### config.mk
export PLATFORM = sky130hd
export DESIGN_NAME = lp_mode_ctrl
export DESIGN_NICKNAME = d
export VERILOG_FILES = /design/src/rtl/lpm_pkg.sv /design/src/rtl/lpm_next.sv /design/src/rtl/lpm_reject.sv /design/src/rtl/lpm_onehot.sv /design/src/rtl/lp_mode_ctrl.sv
export SDC_FILE = /design/constraint.sdc
export NUM_CORES = 1
export LEC_CHECK = 0
export ABC_AREA = 1
export BUFFER_PORTS_ARGS = -buffer_cell sky130_fd_sc_hd__buf_4
export CAP_MARGIN = 5
export CORE_MARGIN = 5
export CORE_UTILIZATION = 54
export CTS_CLUSTER_SIZE = 16
export DETAILED_ROUTE_END_ITERATION = 8
export PLACE_DENSITY = 0.8
export SETUP_SLACK_MARGIN = 0.2
export SLEW_MARGIN = 10
export SYNTH_ARGS = -nofsm -noshare
export SYNTH_HDL_FRONTEND = slang
export SYNTH_SLANG_ARGS = --single-unit
### constraint.sdc
create_clock -name clk -period 3 [get_ports clk]
set_input_delay 0.3 -clock clk [delete_from_list [all_inputs] [get_ports clk]]
set_output_delay 0.3 -clock clk [all_outputs]
set_load 0.02 [all_outputs]
### src/rtl/lpm_pkg.sv
package lpm_pkg;
   typedef enum logic [2:0] {
      M_RUN  = 3'd0,
      M_STOP = 3'd1,
      M_VLPR = 3'd2,
      M_VLPW = 3'd3,
      M_VLPS = 3'd4,
      M_VLLS = 3'd5
   } mode_e;

   localparam int unsigned NUM_MODES = 6;

   localparam logic [1:0] RSEL_FULL = 2'b00;
   localparam logic [1:0] RSEL_LOWP = 2'b10;

   localparam logic [2:0] SSEL_STOP = 3'b000;
   localparam logic [2:0] SSEL_VLPS = 3'b010;
   localparam logic [2:0] SSEL_VLLS = 3'b100;
endpackage

### src/rtl/lpm_next.sv
module lpm_next
   import lpm_pkg::*;
(
   input  mode_e      cur_i,
   input  logic       from_run_i,
   input  logic       allow_vlp_i,
   input  logic       allow_vlls_i,
   input  logic [1:0] run_sel_i,
   input  logic [2:0] stop_sel_i,
   input  logic       sleep_i,
   input  logic       deep_i,
   input  logic       irq_i,
   input  logic       wake_i,
   output mode_e      nxt_o,
   output logic       from_run_o,
   output logic       take_sub_o,
   output logic       reject_o
);
   // a deep request common to RUN and VLPR for the leakage target
   always_comb begin
      nxt_o      = cur_i;
      from_run_o = from_run_i;
      take_sub_o = 1'b0;
      reject_o   = 1'b0;
      unique case (cur_i)
         M_RUN: begin
            if (sleep_i) begin
               if (deep_i) begin
                  case (stop_sel_i)
                     SSEL_STOP: nxt_o = M_STOP;
                     SSEL_VLPS: begin
                        if (allow_vlp_i) begin
                           nxt_o      = M_VLPS;
                           from_run_o = 1'b1;
                        end else reject_o = 1'b1;
                     end
                     SSEL_VLLS: begin
                        if (allow_vlls_i) begin
                           nxt_o      = M_VLLS;
                           take_sub_o = 1'b1;
                        end else reject_o = 1'b1;
                     end
                     default: reject_o = 1'b1;
                  endcase
               end
            end else if (run_sel_i == RSEL_LOWP) begin
               if (allow_vlp_i) nxt_o = M_VLPR;
               else             reject_o = 1'b1;
            end else if (run_sel_i != RSEL_FULL) begin
               reject_o = 1'b1;
            end
         end
         M_VLPR: begin
            if (sleep_i) begin
               if (!deep_i) nxt_o = M_VLPW;
               else begin
                  case (stop_sel_i)
                     SSEL_STOP, SSEL_VLPS: begin
                        nxt_o      = M_VLPS;
                        from_run_o = 1'b0;
                     end
                     SSEL_VLLS: begin
                        if (allow_vlls_i) begin
                           nxt_o      = M_VLLS;
                           take_sub_o = 1'b1;
                        end else reject_o = 1'b1;
                     end
                     default: reject_o = 1'b1;
                  endcase
               end
            end else if (run_sel_i == RSEL_FULL) begin
               nxt_o = M_RUN;
            end else if (run_sel_i != RSEL_LOWP) begin
               reject_o = 1'b1;
            end
         end
         M_VLPW: if (irq_i) nxt_o = M_VLPR;
         M_VLPS: begin
            if (irq_i) begin
               nxt_o      = from_run_i ? M_RUN : M_VLPR;
               from_run_o = 1'b0;
            end
         end
         M_STOP: if (irq_i) nxt_o = M_RUN;
         M_VLLS: if (wake_i) nxt_o = M_RUN;
         default: nxt_o = M_RUN;
      endcase
   end
endmodule

### src/rtl/lpm_reject.sv
module lpm_reject #(
   parameter bit STICKY = 1'b1
) (
   input  logic clk,
   input  logic rst_n,
   input  logic set_i,
   output logic flag_o
);
   generate
      if (STICKY) begin : g_sticky
         always_ff @(posedge clk or negedge rst_n) begin
            if (!rst_n) flag_o <= 1'b0;
            else        flag_o <= flag_o | set_i;
         end
      end else begin : g_pulse
         always_ff @(posedge clk or negedge rst_n) begin
            if (!rst_n) flag_o <= 1'b0;
            else        flag_o <= set_i;
         end
      end
   endgenerate
endmodule

### src/rtl/lpm_onehot.sv
module lpm_onehot
   import lpm_pkg::*;
#(
   parameter int unsigned N = NUM_MODES
) (
   input  mode_e        mode_i,
   output logic [N-1:0] oh_o
);
   localparam int unsigned EW = $bits(mode_e);

   for (genvar i = 0; i < N; i++) begin : g_bit
      assign oh_o[i] = (mode_i == mode_e'(EW'(i)));
   end
endmodule

### src/rtl/lp_mode_ctrl.sv
module lp_mode_ctrl
   import lpm_pkg::*;
#(
   parameter int unsigned SUB_W         = 2,
   parameter bit          REJECT_STICKY = 1'b1
) (
   input  logic                 clk,
   input  logic                 rst_n,
   input  logic                 allow_vlp,
   input  logic                 allow_vlls,
   input  logic [1:0]           run_sel,
   input  logic [2:0]           stop_sel,
   input  logic [SUB_W-1:0]     vlls_sel,
   input  logic                 sleep_req,
   input  logic                 deep_sleep,
   input  logic                 irq,
   input  logic                 wake,
   output logic [NUM_MODES-1:0] mode_oh,
   output logic [SUB_W-1:0]     vlls_mode,
   output logic                 req_rejected
);
   generate
      if (SUB_W < 1 || SUB_W > 4) begin : g_bad_sub_w
         $error("lp_mode_ctrl: SUB_W must lie in 1..4");
      end
   endgenerate

   mode_e            mode_q, mode_d;
   logic             from_run_q, from_run_d;
   logic             take_sub, rej_pulse;
   logic [SUB_W-1:0] sub_q;

   lpm_next u_next (
      .cur_i        (mode_q),
      .from_run_i   (from_run_q),
      .allow_vlp_i  (allow_vlp),
      .allow_vlls_i (allow_vlls),
      .run_sel_i    (run_sel),
      .stop_sel_i   (stop_sel),
      .sleep_i      (sleep_req),
      .deep_i       (deep_sleep),
      .irq_i        (irq),
      .wake_i       (wake),
      .nxt_o        (mode_d),
      .from_run_o   (from_run_d),
      .take_sub_o   (take_sub),
      .reject_o     (rej_pulse)
   );

   always_ff @(posedge clk or negedge rst_n) begin
      if (!rst_n) begin
         mode_q     <= M_RUN;
         from_run_q <= 1'b0;
         sub_q      <= '0;
      end else begin
         mode_q     <= mode_d;
         from_run_q <= from_run_d;
         if (take_sub) sub_q <= vlls_sel;
      end
   end

   lpm_reject #(.STICKY(REJECT_STICKY)) u_rej (
      .clk    (clk),
      .rst_n  (rst_n),
      .set_i  (rej_pulse),
      .flag_o (req_rejected)
   );

   lpm_onehot #(.N(NUM_MODES)) u_oh (
      .mode_i (mode_q),
      .oh_o   (mode_oh)
   );

   assign vlls_mode = sub_q;
endmodule

==> results of run 1 <==
## cells in the final DEF, fill, tap and decap left out, drive strengths merged
cell type	instances
o21ai	12
a21oi	2
nand3	20
dlygate4sd3	1
a31oi	1
dfrtp	7
nand4	2
nand2	36
nor3	3
nor2	18
clkbuf	4
buf	23
inv	19
## flip-flops by register name, indices dropped and copies added (netlist names)
signal and count:
mode_q 3, vlls_mode 2, from_run_q 1, u_rej.flag_o 1
## worst min-delay path by stage
stage                         endpoint   startpoint
final                     vlls_mode[1]  vlls_sel[1]
after global routing      vlls_mode[1]  vlls_sel[1]
after CTS                 vlls_mode[1]  vlls_sel[1]
after detailed placement    from_run_q        rst_n
after global placement       mode_q[2]        rst_n
after floorplan             from_run_q        rst_n
## routing by layer
metal	up-vias	global-route usage (%)	wire length, um
li1	444	-	-
met1	387	21.43	805
met2	40	26.09	928
met3	0	6.135	184
met4	0	5.830	0
met5	-	0	0
## cells in the mapped netlist
master   instances  area, um^2
nand2_1         32       120.1
nand3_1         17       85.08
inv_1           15       56.30
nor2_1          12       45.04
o21ai_0          9       45.04
dfrtp_1          7       175.2
buf_6            3       33.78
inv_2            3       11.26
nand2_2          3       18.77
nand3_2          3       30.03
nor2_4           3       33.78
nor3_1           3       15.01
o21ai_1          3       15.01
nor2_2           2       12.51
a21oi_1          1       5.000
a21oi_4          1       16.27
a31oi_1          1       6.260
buf_4            1       7.510
buf_8            1       15.01
inv_4            1       6.260
nand2_4          1       11.26
nand4_1          1       6.260
nand4_2          1       12.51
nor2_8           1       20.02
## worst max-delay path, delay by kind of cell, from the launching register on
kind	cells	cell delay (ps)
flip-flops	1	670
AND/OR/NAND/NOR	1	200
buffers and inverters	2	280
## final cells by class
| cell class | instances | area share (%) |
|---|---|---|
| well taps | 16 | 2.051 |
| multi-input cells | 94 | 51.03 |
| flip-flops and latches | 7 | 17.95 |
| repair buffers | 24 | 18.72 |
| inverters | 19 | 7.564 |
| clock buffers | 4 | 2.692 |
## power groups by stage
| stage | registers [mW] | clock network [mW] | logic [mW] |
|---|---|---|---|
| after floorplan | 0.151 | 0 | 0.421 |
| after global placement | 0.187 | 0 | 0.476 |
| after detailed placement | 0.188 | 0 | 0.479 |
| after CTS | 0.187 | 0.0893 | 0.482 |
| after global routing | 0.191 | 0.0995 | 0.536 |
| final | 0.188 | 0.0866 | 0.481 |
## cells by family (layout without fill, tap and decap cells)
| logic type | count (synthesis) | after routing | share of synthesized area, % |
|---|---|---|---|
| simple gates | 79 | 79 | 51.09 |
| buf+inv | 24 | 47 | 16.20 |
| compound gates | 15 | 15 | 10.90 |
| flops | 7 | 7 | 21.81 |
## stage by stage
| step | power (mW) | util [%] |
|---|---|---|
| 2_1_floorplan | 0.5724 | - |
| 3_3_place_gp | 0.6635 | 64.63 |
| 3_5_place_dp | 0.6676 | 64.63 |
| 4_1_cts | 0.7582 | 67.13 |
| 5_1_grt | 0.8264 | 67.13 |
| 6_report | 0.7553 | 67.13 |
## repair_timing
| item | CTS | global route |
|---|---|---|
| hold buffers | 1 | 0 |
| resized for setup | 0 | 0 |
| buffers inserted | 0 | 0 |
| hold endpoints to repair | 7 | 0 |
==> flow_metrics.env, run 1 <==
export IMPL_status="finished clean"
export IMPL_worstSetupEndpoint="mode_oh[5]"
export IMPL_ir_worst_vdd_uv=435.5
export IMPL_drt_iter0_markers=29
export IMPL_max_freq_ghz=0.5891
export IMPL_slew_viol_final=0
export IMPL_rsz0062_at_grt="false"
export IMPL_dieHeight_um=48.57
export IMPL_die_width_um=48.57
export IMPL_port_buffers=23
export IMPL_tightest_slew_ps=524.5
export IMPL_crit_slowest_cell="dfrtp_1"
export IMPL_whs_ps=295.6
export IMPL_cts_tree="built"
export IMPL_slew_headroom_pct=65.03
export IMPL_diodes=0
export IMPL_synth_nets=140
export IMPL_switching_share_pct=52.08
export IMPL_grt_pass1_vias=791
export IMPL_ys_seq_area_share_pct=21.81
export IMPL_rr_worst_depth=7
export IMPL_num_rows=14
export IMPL_critPathMaxFanout=9
export IMPL_ff2ff_setup_slack_ps=1550
export IMPL_final_hold_viol_count=0
export IMPL_final_seq_area_um2=175.2
export IMPL_clockRootBuffer="clkbuf_4"
export IMPL_p_leak_nw=0.5590
export IMPL_cpPeakStageDelay_ps=670
export IMPL_r2r_start="mode_q[0]"
export IMPL_core_area_um2=1454
export IMPL_gp_congestion=0.9350
export IMPL_start_kind="flip-flop"
export IMPL_r2r_end="mode_q[1]"
export IMPL_postLayoutCellArea_um2=975.9
export IMPL_avgSynthCellArea_um2=6.426
export IMPL_ant_nets=0
export IMPL_crit_type="flip-flop to output port"
export IMPL_combPwrFrac_pct=63.7
export IMPL_drv_cap=0
export IMPL_min_path_cells=3
export IMPL_place_hpwl_um=1576
export IMPL_pwr_share_seq_pct=24.9
export IMPL_start_util_pct=55.25
export IMPL_grt_first_pass_wirelength_um=3270
export IMPL_fin_crit_ps=1697
export IMPL_intPower_mw=0.3619
export IMPL_switching_power_mw=0.3934
export IMPL_path_clk_slew_ps=60
export IMPL_min_period_over_period_pct=56.58
export IMPL_fillers=143
export IMPL_overflow=0
export IMPL_die_area_um2=2359
export IMPL_clock_path_buffers=2
export IMPL_antenna_found_initial=0
export IMPL_grt_max_degree=12
export IMPL_instances_no_fill=164
export IMPL_setup_viol=0
export IMPL_vias=871
export IMPL_cts_sinks=7
export IMPL_ios=24
export IMPL_wl_per_cell_um=11.70
export IMPL_post_dp_cell_area_um2=939.7
export IMPL_crit_arrival_ps=1400
export IMPL_required_ps=2700
export IMPL_nets=164
export IMPL_setup_slack_ps=1303
export IMPL_synthCells=125
export IMPL_layout_drive_gt1_share_pct=30.41
export IMPL_clock_latency_ps=250
export IMPL_grt_use_total_pct=16.87
export IMPL_clock_skew_ps=3.178
export IMPL_powerDensity_nw_per_um2=774.0
export IMPL_syn_area_um2=803.3
export IMPL_hold_class="input port to flip-flop"
export IMPL_end_kind="output port"
export IMPL_ys_warn_count=0
export IMPL_drc=0
export IMPL_cts_buffers=3
export IMPL_finalWirelength_um=1918
export IMPL_post_place_ws_ps=1569
export IMPL_ys_seq_elements=7
export IMPL_setup_tns_ps=0
export IMPL_syn2layout_area_growth_pct=21.50
export IMPL_crit_chain="inv_2 -> nor3_1 -> buf_4"
export IMPL_ctsHtreeMaxLevel=1
export IMPL_worstSetupStartpoint="mode_q[0]"
export IMPL_first_pass_iters=5
export IMPL_p_clk_share_pct=11.5
export IMPL_multiInputGateArea_um2=498.0
export IMPL_post_drt_via_cell_ratio=5.311
export IMPL_ys_types=24
export IMPL_place_inst=159
Note: power is estimated with default switching activity, not from simulation.
==> run 2: changes to the inputs <==
- CORE_UTILIZATION: 54 -> 50
- PLACE_DENSITY: 0.8 -> 0.75
- clock period: 3 -> 1.6 ns (I/O delays scaled with it)
==> run 2 against run 1 <==
Wire length is 14% higher; highest routed layer is now met4; combinational power is 120% higher; critical path depth is 1 higher; clock power is 86% higher; sequential share of layout area is 0.92 points lower; cell area is 6.9% higher; clock-buffer cell count stayed put; global-route usage is 1.2 points higher; largest power group unchanged; hold slack worse by 150 ps; final cell count is 3.0% higher; sequential cell count stayed put.
==> flow_metrics.env, run 2 (synthesis results as in run 1) <==
export IMPL_p_leak_nw=0.5856
export IMPL_powerDensity_nw_per_um2=1518
export IMPL_final_cell_mix="nand2_1, buf_4, nand3_1, inv_1, nor2_1"
export IMPL_drv_cap=0
export IMPL_final_common_cell="nand2_1"
export IMPL_largest_reg_flops=3
export IMPL_layout_drive_gt1_share_pct=36.60
export IMPL_postLayoutCellArea_um2=1044
export IMPL_wl_per_cell_um=12.92
export IMPL_clock_latency_ps=250
export IMPL_drc=0
export IMPL_setup_tns_ps=0
export IMPL_grt_use_total_pct=18.09
export IMPL_max_freq_ghz=0.7227
export IMPL_required_ps=1440
export IMPL_gp_congestion=0.9107
export IMPL_start_util_pct=52.71
export IMPL_overflow=0
export IMPL_diodes=0
export IMPL_ios=24
export IMPL_first_pass_iters=4
export IMPL_post_dp_cell_area_um2=947.2
export IMPL_grt_first_pass_wirelength_um=3594
export IMPL_cts_tree="built"
export IMPL_post_drt_via_cell_ratio=5.331
export IMPL_fillers=139
export IMPL_rsz0062_at_grt="true"
export IMPL_ctsHtreeMaxLevel=1
export IMPL_grt_max_degree=12
export IMPL_fin_crit_ps=1384
export IMPL_hold_class="input port to flip-flop"
export IMPL_min_path_cells=3
export IMPL_status="finished clean"
export IMPL_core_area_um2=1524
export IMPL_slew_headroom_pct=79.55
export IMPL_clock_skew_ps=0.2226
export IMPL_whs_ps=149.2
export IMPL_clock_path_buffers=2
export IMPL_cts_buffers=3
export IMPL_rr_worst_depth=5
export IMPL_place_inst=160
export IMPL_dieHeight_um=50.08
export IMPL_crit_arrival_ps=1220
export IMPL_slew_viol_final=0
export IMPL_ir_worst_vdd_uv=663.2
export IMPL_tightest_slew_ps=305.7
export IMPL_nets=169
export IMPL_grt_pass1_vias=837
export IMPL_top_register="mode_q"
export IMPL_path_clk_slew_ps=50
export IMPL_start_kind="flip-flop"
export IMPL_end_kind="output port"
export IMPL_num_rows=14
export IMPL_setup_viol=0
export IMPL_finalWirelength_um=2183
export IMPL_place_hpwl_um=1716
export IMPL_die_width_um=50.08
export IMPL_syn2layout_area_growth_pct=29.91
export IMPL_clockRootBuffer="clkbuf_4"
export IMPL_critPathMaxFanout=7
export IMPL_min_period_over_period_pct=86.48
export IMPL_antenna_found_initial=0
export IMPL_final_hold_viol_count=0
export IMPL_port_buffers=23
export IMPL_ant_nets=0
export IMPL_vias=901
export IMPL_instances_no_fill=169
export IMPL_crit_type="flip-flop to output port"
export IMPL_drt_iter0_markers=40
export IMPL_cts_sinks=7
export IMPL_die_area_um2=2508
[run 2: per-layer routing]
layer	part of all wire, %	GRT usage (%)	vias to the layer above	routed length, um
met5	0	0	-	0
met4	0.46	2.620	0	10
met3	7.9	3.916	2	173
met2	51	31.38	36	1110
met1	41	22.91	406	889
li1	-	-	457	-
[run 2: through the flow]
stage / power, mW / setup WS [ps] / utilization (%)
after CTS: 1.481 / 208.1 / 65.68
after floorplan: 1.073 / 297.4 / -
after global routing: 1.711 / 157.2 / 68.47
after detailed placement: 1.275 / 151.4 / 62.15
after global placement: 1.258 / 153.4 / 62.15
final: 1.584 / 216.3 / 68.47
[run 2: cell type report]
cell class	count	area, um^2	area share, %
flip-flops and latches	7	177.7	17.03
repair buffers	29	227.7	21.82
inverters	19	76.32	7.314
well taps	16	20.02	1.918
clock buffers	4	26.28	2.518
multi-input cells	94	515.5	49.40
[run 2: timing repair]
action                                  in CTS  in global routing
hold endpoints to repair                     7                  0
buffers inserted                             2                  2
endpoints found under the setup margin       9                  8
hold buffers                                 1                  0
gates resized for setup                      2                  8
pin swaps                                    0                  2
[run 2: final timing paths]
kind	startpoint	endpoint	slack, ps
worst max register to register	mode_q[1]	from_run_q	240
worst max-delay path	mode_q[0]	mode_oh[0]	220
max in group asynchronous	rst_n	mode_q[1]	1230
min in group asynchronous	rst_n	mode_q[0]	240
worst min register to register	u_rej.flag_o	u_rej.flag_o	480
worst min-delay path	vlls_sel[0]	vlls_mode[0]	150
[run 2: power by group]
group | switching (mW) | total [mW] | leakage, nW | internal, mW
logic | 0.637 | 1.08 | 0.485 | 0.445
registers | 0.101 | 0.341 | 0.0855 | 0.239
clock network | 0.0657 | 0.161 | 0.0150 | 0.0952
[run 2: critical path: stages, from the launching register on]
cell and delay, ps:
dfrtp_2 490, inv_2 110, nand2_1 90, nor2_4 150
buf_6 130
